$ cat src/rtl/mdio_pkg.sv
package mdio_pkg;
  localparam int FRAME_BITS = 64;
  localparam int PRE_BITS   = 32;
  localparam int TA_START   = 46;
  localparam int DATA_START = 48;
  localparam int DATA_W     = 16;

  // command word field positions (host visible)
  localparam int READY_BIT = 28;
  localparam int OP_LSB    = 26;
  localparam int PHY_LSB   = 21;
  localparam int REG_LSB   = 16;

  localparam logic [1:0] OP_WRITE = 2'b01;
  localparam logic [1:0] OP_READ  = 2'b10;

  typedef struct packed {
    logic load;    // capture command, build frame
    logic shift;   // advance to next frame bit
    logic sample;  // capture one read data bit
    logic finish;  // frame over, publish read data
  } ctrlStrobes_t;
endpackage

$ cat src/rtl/mdio_ctrl.sv
module mdio_ctrl
  import mdio_pkg::*;
#(
  parameter int CLK_DIV = 4
) (
  input  logic         clk,
  input  logic         rstN,
  input  logic         wrEn,
  input  logic         isRead,
  output logic         ready,
  output logic         mdc,
  output logic         mdioOe,
  output logic         doneEvt,
  output ctrlStrobes_t stb
);
  localparam int DIV_W = (CLK_DIV > 1) ? $clog2(CLK_DIV) : 1;
  localparam int IDX_W = $clog2(FRAME_BITS);
  localparam logic [DIV_W-1:0] DIV_LAST = DIV_W'(CLK_DIV - 1);
  localparam logic [IDX_W-1:0] IDX_LAST = IDX_W'(FRAME_BITS - 1);

  typedef enum logic {ST_IDLE, ST_RUN} state_t;

  state_t            stateQ;
  logic [DIV_W-1:0]  divCnt;
  logic [IDX_W-1:0]  bitIdx;
  logic              mdcQ;
  logic              doneQ;
  logic              halfTick;
  logic              riseTick;
  logic              fallTick;
  logic              lastBit;

  generate
    if (CLK_DIV == 1) begin : g_nodiv
      assign halfTick = (stateQ == ST_RUN);
    end else begin : g_div
      assign halfTick = (stateQ == ST_RUN) && (divCnt == DIV_LAST);
    end
  endgenerate

  assign riseTick = halfTick && !mdcQ;
  assign fallTick = halfTick && mdcQ;
  assign lastBit  = (bitIdx == IDX_LAST);

  always_comb begin
    stb.load   = wrEn && (stateQ == ST_IDLE);
    stb.shift  = fallTick && !lastBit;
    stb.sample = riseTick && isRead && (bitIdx >= IDX_W'(DATA_START));
    stb.finish = fallTick && lastBit;
  end

  always_ff @(posedge clk or negedge rstN) begin
    if (!rstN) begin
      stateQ <= ST_IDLE;
      divCnt <= '0;
      bitIdx <= '0;
      mdcQ   <= 1'b0;
      doneQ  <= 1'b0;
    end else begin
      doneQ <= stb.finish;
      if (stateQ == ST_IDLE) begin
        divCnt <= '0;
        bitIdx <= '0;
        mdcQ   <= 1'b0;
        if (stb.load) stateQ <= ST_RUN;
      end else begin
        if (halfTick) begin
          divCnt <= '0;
          mdcQ   <= !mdcQ;
        end else begin
          divCnt <= divCnt + 1'b1;
        end
        if (stb.shift)  bitIdx <= bitIdx + 1'b1;
        if (stb.finish) stateQ <= ST_IDLE;
      end
    end
  end

  assign ready   = (stateQ == ST_IDLE);
  assign mdc     = mdcQ;
  assign doneEvt = doneQ;
  assign mdioOe  = (stateQ == ST_RUN) && !(isRead && (bitIdx >= IDX_W'(TA_START)));
endmodule

$ cat src/rtl/mdio_dp.sv
module mdio_dp
  import mdio_pkg::*;
(
  input  logic         clk,
  input  logic         rstN,
  input  logic [31:0]  wrData,
  input  ctrlStrobes_t stb,
  input  logic         mdioIn,
  output logic         isRead,
  output logic         mdioOut,
  output logic [27:0]  fields
);
  logic [1:0]            opQ;
  logic [4:0]            phyQ;
  logic [4:0]            regQ;
  logic [DATA_W-1:0]     dataQ;
  logic [DATA_W-1:0]     rdQ;
  logic [FRAME_BITS-1:0] shiftQ;
  logic [FRAME_BITS-1:0] frameNew;
  logic [1:0]            taNew;
  logic [1:0]            opNew;

  assign opNew = wrData[OP_LSB +: 2];
  assign taNew = (opNew == OP_READ) ? 2'b11 : 2'b10;
  assign frameNew = {{PRE_BITS{1'b1}}, 2'b01, opNew,
                     wrData[PHY_LSB +: 5], wrData[REG_LSB +: 5],
                     taNew, wrData[DATA_W-1:0]};

  always_ff @(posedge clk or negedge rstN) begin
    if (!rstN) begin
      opQ    <= '0;
      phyQ   <= '0;
      regQ   <= '0;
      dataQ  <= '0;
      rdQ    <= '0;
      shiftQ <= '0;
    end else begin
      if (stb.load) begin
        opQ    <= opNew;
        phyQ   <= wrData[PHY_LSB +: 5];
        regQ   <= wrData[REG_LSB +: 5];
        dataQ  <= wrData[DATA_W-1:0];
        shiftQ <= frameNew;
      end else if (stb.shift) begin
        shiftQ <= {shiftQ[FRAME_BITS-2:0], 1'b0};
      end
      if (stb.sample) rdQ <= {rdQ[DATA_W-2:0], mdioIn};
      if (stb.finish && isRead) dataQ <= rdQ;
    end
  end

  assign isRead  = (opQ == OP_READ);
  assign mdioOut = shiftQ[FRAME_BITS-1];
  assign fields  = {opQ, phyQ, regQ, dataQ};
endmodule

$ cat src/rtl/mdio_master.sv
module mdio_master
  import mdio_pkg::*;
#(
  parameter int CLK_DIV = 4
) (
  input  logic        clk,
  input  logic        rstN,
  input  logic        wrEn,
  input  logic [31:0] wrData,
  output logic [31:0] cmdReg,
  output logic        doneEvt,
  output logic        mdc,
  output logic        mdioOut,
  output logic        mdioOe,
  input  logic        mdioIn
);
  ctrlStrobes_t stb;
  logic         isRead;
  logic         ready;
  logic [27:0]  fields;

  mdio_ctrl #(.CLK_DIV(CLK_DIV)) u_ctrl (
    .clk(clk), .rstN(rstN), .wrEn(wrEn), .isRead(isRead),
    .ready(ready), .mdc(mdc), .mdioOe(mdioOe), .doneEvt(doneEvt), .stb(stb)
  );

  mdio_dp u_dp (
    .clk(clk), .rstN(rstN), .wrData(wrData), .stb(stb), .mdioIn(mdioIn),
    .isRead(isRead), .mdioOut(mdioOut), .fields(fields)
  );

  assign cmdReg = {3'b000, ready, fields};
endmodule

$ cat config.mk
export PLATFORM = sky130hd
export DESIGN_NAME = mdio_master
export DESIGN_NICKNAME = d
export VERILOG_FILES = /design/src/rtl/mdio_pkg.sv /design/src/rtl/mdio_ctrl.sv /design/src/rtl/mdio_dp.sv /design/src/rtl/mdio_master.sv
export SDC_FILE = /design/constraint.sdc
export NUM_CORES = 1
export LEC_CHECK = 0
export BUFFER_PORTS_ARGS = -buffer_cell sky130_fd_sc_hd__buf_2
export CAP_MARGIN = 20
export CORE_ASPECT_RATIO = 0.9
export CORE_MARGIN = 4
export CORE_UTILIZATION = 35
export DETAILED_ROUTE_END_ITERATION = 16
export PLACE_DENSITY = 0.52
export RECOVER_POWER = 25
export SYNTH_ARGS = -nofsm -noshare
export SYNTH_HDL_FRONTEND = slang
export SYNTH_SLANG_ARGS = --single-unit
$ cat constraint.sdc
create_clock -name clk -period 1.6 [get_ports clk]
set_input_delay 0.24 -clock clk [delete_from_list [all_inputs] [get_ports clk]]
set_output_delay 0.24 -clock clk [all_outputs]
set_load 0.01 [all_outputs]
==> reports/metrics.yaml, run 1 <==
cts:
  cts-buffers-inserted: 17
  cts_tree: "built"
  clock-sinks: 119
  cts.clk_slew.worst_paths_ns: 0.05
  clock_path_buffers: 2
  cts_max_level: 4
  clock_latency_ns: 0.41
  cts-root-buf: "clkbuf_16"
power:
  p_comb_frac: 0.033
  switchingPower_w: 0.00148
  clkPwrFrac: 0.531
  p_int_w: 0.00566
  p_leak_nw: 3.28
  vdd_drop_max_mv: 0.681
  p_sw_frac: 0.207
  power_density_nw_per_um2: 964
  power_frac_seq: 0.436
floorplanning:
  fp.dieArea_um2: 18300
  core_um2: 15600
  die-height_um: 129
  rows: 43
  fp.dieW_um: 142
  start_util: 0.362
  ios: 72
critical_path:
  required_ns: 1.36
  start_kind: "flip-flop"
  r2r_setup_slack_ns: -0.06
  end_kind: "primary output"
  cp_max_fo: 2
  critical_path_class: "flip-flop to primary output"
  critPathArrivalTime_ns: 1.62
routing:
  vias: 4230
  ant_nets: 0
  wirelength_um: 13500
  drc_errors: 0
  viasPerCell: 5.16
  dr.pass1.iters: 4
  drt-initial-drc-count: 238
  wire_per_inst_um: 16.5
placed_design:
  dp.final_hpwl_um: 8620
  io_buffer_count: 64
  gp_congestion: 0.806
sta:
  min_period_ns: 1.86
  skew_ns: 0.00564
  setup_viol: 42
  maxSlewHeadroom: 0.581
  drv_slew: 0
  fin_crit_sh: 1.17
  final_hold_viol_count: 0
  fin_ws_ns: -0.265
  worstMarginPinSlew_ns: 0.629
  rsz0062_at_grt: "yes"
  max_freq_ghz: 0.536
  hold-worst-slack_ns: 0.0563
flow_run:
  cap_violations: 0
yosys:
  syn-instance-count: 509
  ys_ff_latch: 119
  ys.flop_type: "dfrtp_1"
  avgSynthCellArea_um2: 11.1
  synth_edf_count: 0
  ys_warn_count: 0
  ys_types: 42
  async_flop_share: 1.00
  yosysSeqAreaShare: 0.527
  syn-cell-area_um2: 5650
status:
  violations: "negative setup slack"
  status: "complete, but fails checks"
global_routing:
  grt_max_degree: 58
  overflow: 0
  grt_pass1_wl_um: 22600
  grt_pass1_vias: 4379
  grt_util_all_layers: 0.155
  antenna_found_initial: 0
cells_and_area:
  num-fill-cells: 1446
  utilization: 0.474
  mostFrequentLayoutCells: "dfrtp_1 (119), buf_2 (63), nor2_1 (50), nand2_1 (45), buf_4 (42)"
  final_common_cell: "dfrtp_1"
  layout-drive-gt1-share: 0.361
  area_growth_pct: 30.9
  insertedDiodeCount: 0
  final_nets: 647
worst_hold_path:
  min_path_type: "input pin to flip-flop"
-- Yosys cell counts, types with 4 or more instances --
library cell    n  area [um^2]
dfrtp_1       119         2980
nand3_1        31          155
o211ai_1       40          300
clkbuf_1       20         75.1
nor2_1         50          188
a2bb2oi_1      27          236
a21oi_1         4         20.0
nand2_1        45          169
buf_2          17         85.1
mux2_2         48          541
mux2i_1        37          370
a211oi_1        4         30.0
buf_4           9         67.6
inv_1           5         18.8
a31oi_1        16          100
-- final cells by class --
cell class                      count  area [um^2]  area share
Sequential cell                   119         2980       0.402
Clock inverter                     10          130      0.0176
Clock buffer                       19          453      0.0612
Multi-Input combinational cell    338         2560       0.346
Timing Repair Buffer              127         1000       0.136
Tap cell                          202          253      0.0341
Inverter                            5         25.0     0.00338
-- power groups by stage --
stage                     Combinational (W)  Clock (W)  Sequential, W
final                              0.000232    0.00379        0.00312
after global routing               0.000270    0.00404        0.00312
after CTS                          0.000252    0.00388        0.00311
after detailed placement           0.000249          0        0.00317
after global placement             0.000242          0        0.00316
after floorplan                   0.0000850          0        0.00317
-- routing by layer --
metal,up-vias,track usage,wire [um]
li1,2027,-,-
met3,6,0.0502,551
met2,74,0.240,6380
met5,-,0,0
met4,0,0.0435,91
met1,2123,0.211,6470
-- repair_timing --
item                                   in CTS  in global routing
endpoints found under the hold margin      22                  0
hold buffers                                1                  0
setup endpoints to repair                  31                100
setup buffers                               7                 16
pin swaps                                   7                  5
gates cloned                                4                  0
gates resized for setup                    18                 16
-- registers in the layout, summed over array words and instances, names as in the netlist --
signal / cells
u_dp.regQ: 5
u_ctrl.bitIdx: 6
u_ctrl.divCnt: 2
u_ctrl.mdc: 1
u_ctrl.stateQ: 1
u_dp.rdQ: 16
u_ctrl.doneEvt: 1
u_dp.dataQ: 16
u_dp.opQ: 2
u_dp.shiftQ: 64
u_dp.phyQ: 5
-- per-stage QoR --
stage / setup slack [ns] / power [W] / setup TNS [ns] / std cells / instance area [um^2]
after global routing: -0.372 / 0.00743 / -5.52 / 820 / 7400
after floorplan: -0.0779 / 0.00325 / -0.779 / 511 / 5720
after CTS: -0.265 / 0.00725 / -4.79 / 807 / 7310
final: -0.265 / 0.00714 / -1.60 / 820 / 7400
after global placement: -0.0450 / 0.00341 / -0.681 / 766 / 6470
after detailed placement: -0.0705 / 0.00342 / -1.09 / 766 / 6470
-- path summary, 6_finish.rpt --
| path | from | end | depth (start not counted) |
|---|---|---|---|
| setup / recovery | u_ctrl.bitIdx[1] | mdioOe | 6 |
| hold / removal | wrData[19] | u_dp.regQ[3] | 3 |
| min in group asynchronous | rstN | u_dp.shiftQ[54] | 2 |
| setup reg to reg | u_ctrl.bitIdx[0] | u_dp.shiftQ[52] | 7 |
| hold reg to reg | u_dp.phyQ[4] | u_dp.phyQ[4] | 2 |
| max in group asynchronous | rstN | u_dp.rdQ[7] | 3 |
-- cell families (layout without fill, tap and decap cells) --
group | after synthesis | count (layout) | synth area share
fa+ha+maj | 3 | 3 | 0.00664
simple gates | 147 | 147 | 0.121
flops | 119 | 119 | 0.527
compound gates | 99 | 99 | 0.134
xor+xnor | 1 | 1 | 0.00155
buf+inv | 54 | 161 | 0.0489
mux | 85 | 85 | 0.161
other cells | 1 | 3 | 0.000663
-- critical path: stages, from the launching register on --
cell and delay [ns]:
dfrtp_1 0.38, buf_6 0.13, ha_4 0.14, o211ai_1 0.20
a21oi_2 0.10, nor2_1 0.12, buf_2 0.15
Note: power is estimated with default switching activity, not from simulation.
==> run 2: changes to the inputs <==
- CORE_UTILIZATION: 35 -> 51
- PLACE_DENSITY: 0.52 -> 0.82
==> run 2 against run 1 <==
  * Largest power group unchanged
  * Critical path type unchanged
  * Clock-buffer cell count rose by 2
  * Largest cell class unchanged
  * Highest routed layer unchanged
  * Die area down 30%
  * Hold slack worse by 0.010 ns
  * Critical path depth did not move
  * The flow still finishes with violations (negative setup slack)
==> reports/metrics.yaml, run 2 (synthesized netlist as in run 1, its figures left out) <==
floorplanning:
  start_util: 0.523
  core_um2: 10800
  fp.dieArea_um2: 12800
  ios: 72
  rows: 36
  fp.dieW_um: 119
  die-height_um: 108
cts:
  cts-root-buf: "clkbuf_16"
  clock-sinks: 119
  clock_path_buffers: 2
  cts-buffers-inserted: 17
  cts.clk_slew.worst_paths_ns: 0.05
  clock_latency_ns: 0.43
  cts_max_level: 4
  cts_tree: "built"
global_routing:
  antenna_found_initial: 0
  grt_pass1_wl_um: 25000
  overflow: 0
  grt_max_degree: 59
  grt_pass1_vias: 4765
  grt_util_all_layers: 0.247
flow_run:
  cap_violations: 0
critical_path:
  r2r_cells: 8
  cp_max_fo: 2
  slowest_stage: "dfrtp_1"
  critPathArrivalTime_ns: 1.62
  critical_path_class: "flip-flop to primary output"
  end_kind: "primary output"
  start_kind: "flip-flop"
  cpPeakStageDelay_ns: 0.39
  cp_cell_sequence: "buf_6 -> ha_4 -> o211ai_1 -> a21oi_2 -> nor2_1 -> buf_2"
  required_ns: 1.36
sta:
  fin_ws_ns: -0.256
  skew_ns: 0.0106
  max_freq_ghz: 0.539
  fin_crit_sh: 1.16
  hold-worst-slack_ns: 0.0461
  drv_slew: 0
  maxSlewHeadroom: 0.240
  min_period_ns: 1.86
  setup_viol: 96
  rsz0062_at_grt: "yes"
  final_hold_viol_count: 0
  worstMarginPinSlew_ns: 1.14
power:
  p_sw_frac: 0.233
  power_density_nw_per_um2: 902
  switchingPower_w: 0.00160
  clkPwrFrac: 0.508
  p_comb_frac: 0.038
  power_frac_seq: 0.454
  p_leak_nw: 3.40
  p_int_w: 0.00528
  vdd_drop_max_mv: 0.693
cells_and_area:
  mostFrequentLayoutCells: "dfrtp_1 (118), buf_2 (63), nor2_1 (50), nand2_1 (45), o211ai_1 (40)"
  num-fill-cells: 626
  area_growth_pct: 35.1
  largest_reg_flops: 64
  regMostFlops: "u_dp.shiftQ"
  largest_registers: "u_dp.shiftQ (64), u_dp.dataQ (16), u_dp.rdQ (16)"
  final_cell_count_no_fill: 758
  insertedDiodeCount: 0
  final_common_cell: "dfrtp_1"
  layout-drive-gt1-share: 0.406
  final_nets: 653
placed_design:
  gp_congestion: 0.898
  placedCellCount: 700
  dp.final_hpwl_um: 8350
  io_buffer_count: 64
routing:
  ant_nets: 0
  dr.pass1.iters: 5
  drc_errors: 0
  viasPerCell: 6.52
  vias: 4940
  drt-initial-drc-count: 737
  wirelength_um: 17600
  wire_per_inst_um: 23.2
worst_hold_path:
  min_path_type: "input pin to flip-flop"
  hold_depth: 3
status:
  status: "complete, but fails checks"
  violations: "negative setup slack"
==> run 2: cell types whose count changed in the layout (fill, tap and decap cells not counted), sizes merged <==
cell      change
clkinv        +1
clkbuf        +3
buf           +5
clkinvlp      +1
bufinv        -3
==> run 2: area by class of cell <==
class / instances / area (um^2) / share of cell area
clock buffers: 21 / 480 / 0.0629
clock inverters: 9 / 52.6 / 0.00688
inverters: 5 / 22.5 / 0.00295
multi-input cells: 338 / 2780 / 0.363
flip-flops and latches: 119 / 2980 / 0.390
well taps: 133 / 166 / 0.0218
repair buffers: 133 / 1160 / 0.152
==> run 2: what timing repair did <==
| item | 4_1_cts | 5_1_grt |
|---|---|---|
| buffers inserted | 14 | 8 |
| hold endpoints to repair | 39 | 0 |
| hold buffers | 1 | 0 |
| pin swaps | 22 | 15 |
| gates resized for setup | 60 | 31 |
| endpoints found under the setup margin | 48 | 102 |
| cloned | 4 | 2 |
==> run 2: worst max-delay path: cells and delay by family (launching register included) <==
family          cells  cell delay [ns]
compound gates      2             0.29
fa+ha+maj           1             0.14
buf+inv             2             0.27
flops               1             0.39
simple gates        1             0.10
==> run 2: power groups by stage <==
stage	logic [W]	registers, W	clock network, W
final	0.000264	0.00313	0.00350
after global routing	0.000294	0.00313	0.00361
after CTS	0.000253	0.00312	0.00343
after detailed placement	0.000246	0.00317	0
after global placement	0.000236	0.00316	0
after floorplan	0.0000850	0.00317	0
==> run 2: routing by layer <==
layer,track usage,up-vias,share of wire
met5,0,-,0
met3,0.0709,93,0.081
met1,0.308,2441,0.38
li1,-,2044,-
met2,0.414,362,0.49
met4,0.0852,0,0.048
==> run 2: per-stage QoR <==
step	instance area [um^2]	total power, W	TNS [ns]	setup WS (ns)	utilization
final	7640	0.00689	-9.40	-0.256	0.706
after global routing	7640	0.00704	-16.97	-0.351	0.706
after CTS	7420	0.00680	-2.56	-0.226	0.686
after detailed placement	6390	0.00341	-0.633	-0.0454	0.591
after global placement	6390	0.00340	0	0.00198	0.591
after floorplan	5720	0.00325	-0.779	-0.0779	-
==> run 2: worst paths after layout <==
path,startpoint,to,slack (ns)
hold / removal,wrData[23],u_dp.phyQ[2],0.05
hold reg to reg,u_dp.regQ[1],u_dp.regQ[1],0.47
min in group asynchronous,rstN,u_dp.shiftQ[16],0.57
setup / recovery,u_ctrl.bitIdx[1],mdioOe,-0.26
max in group asynchronous,rstN,u_ctrl.stateQ,0.04
setup reg to reg,u_ctrl.bitIdx[1],u_dp.shiftQ[18],-0.25
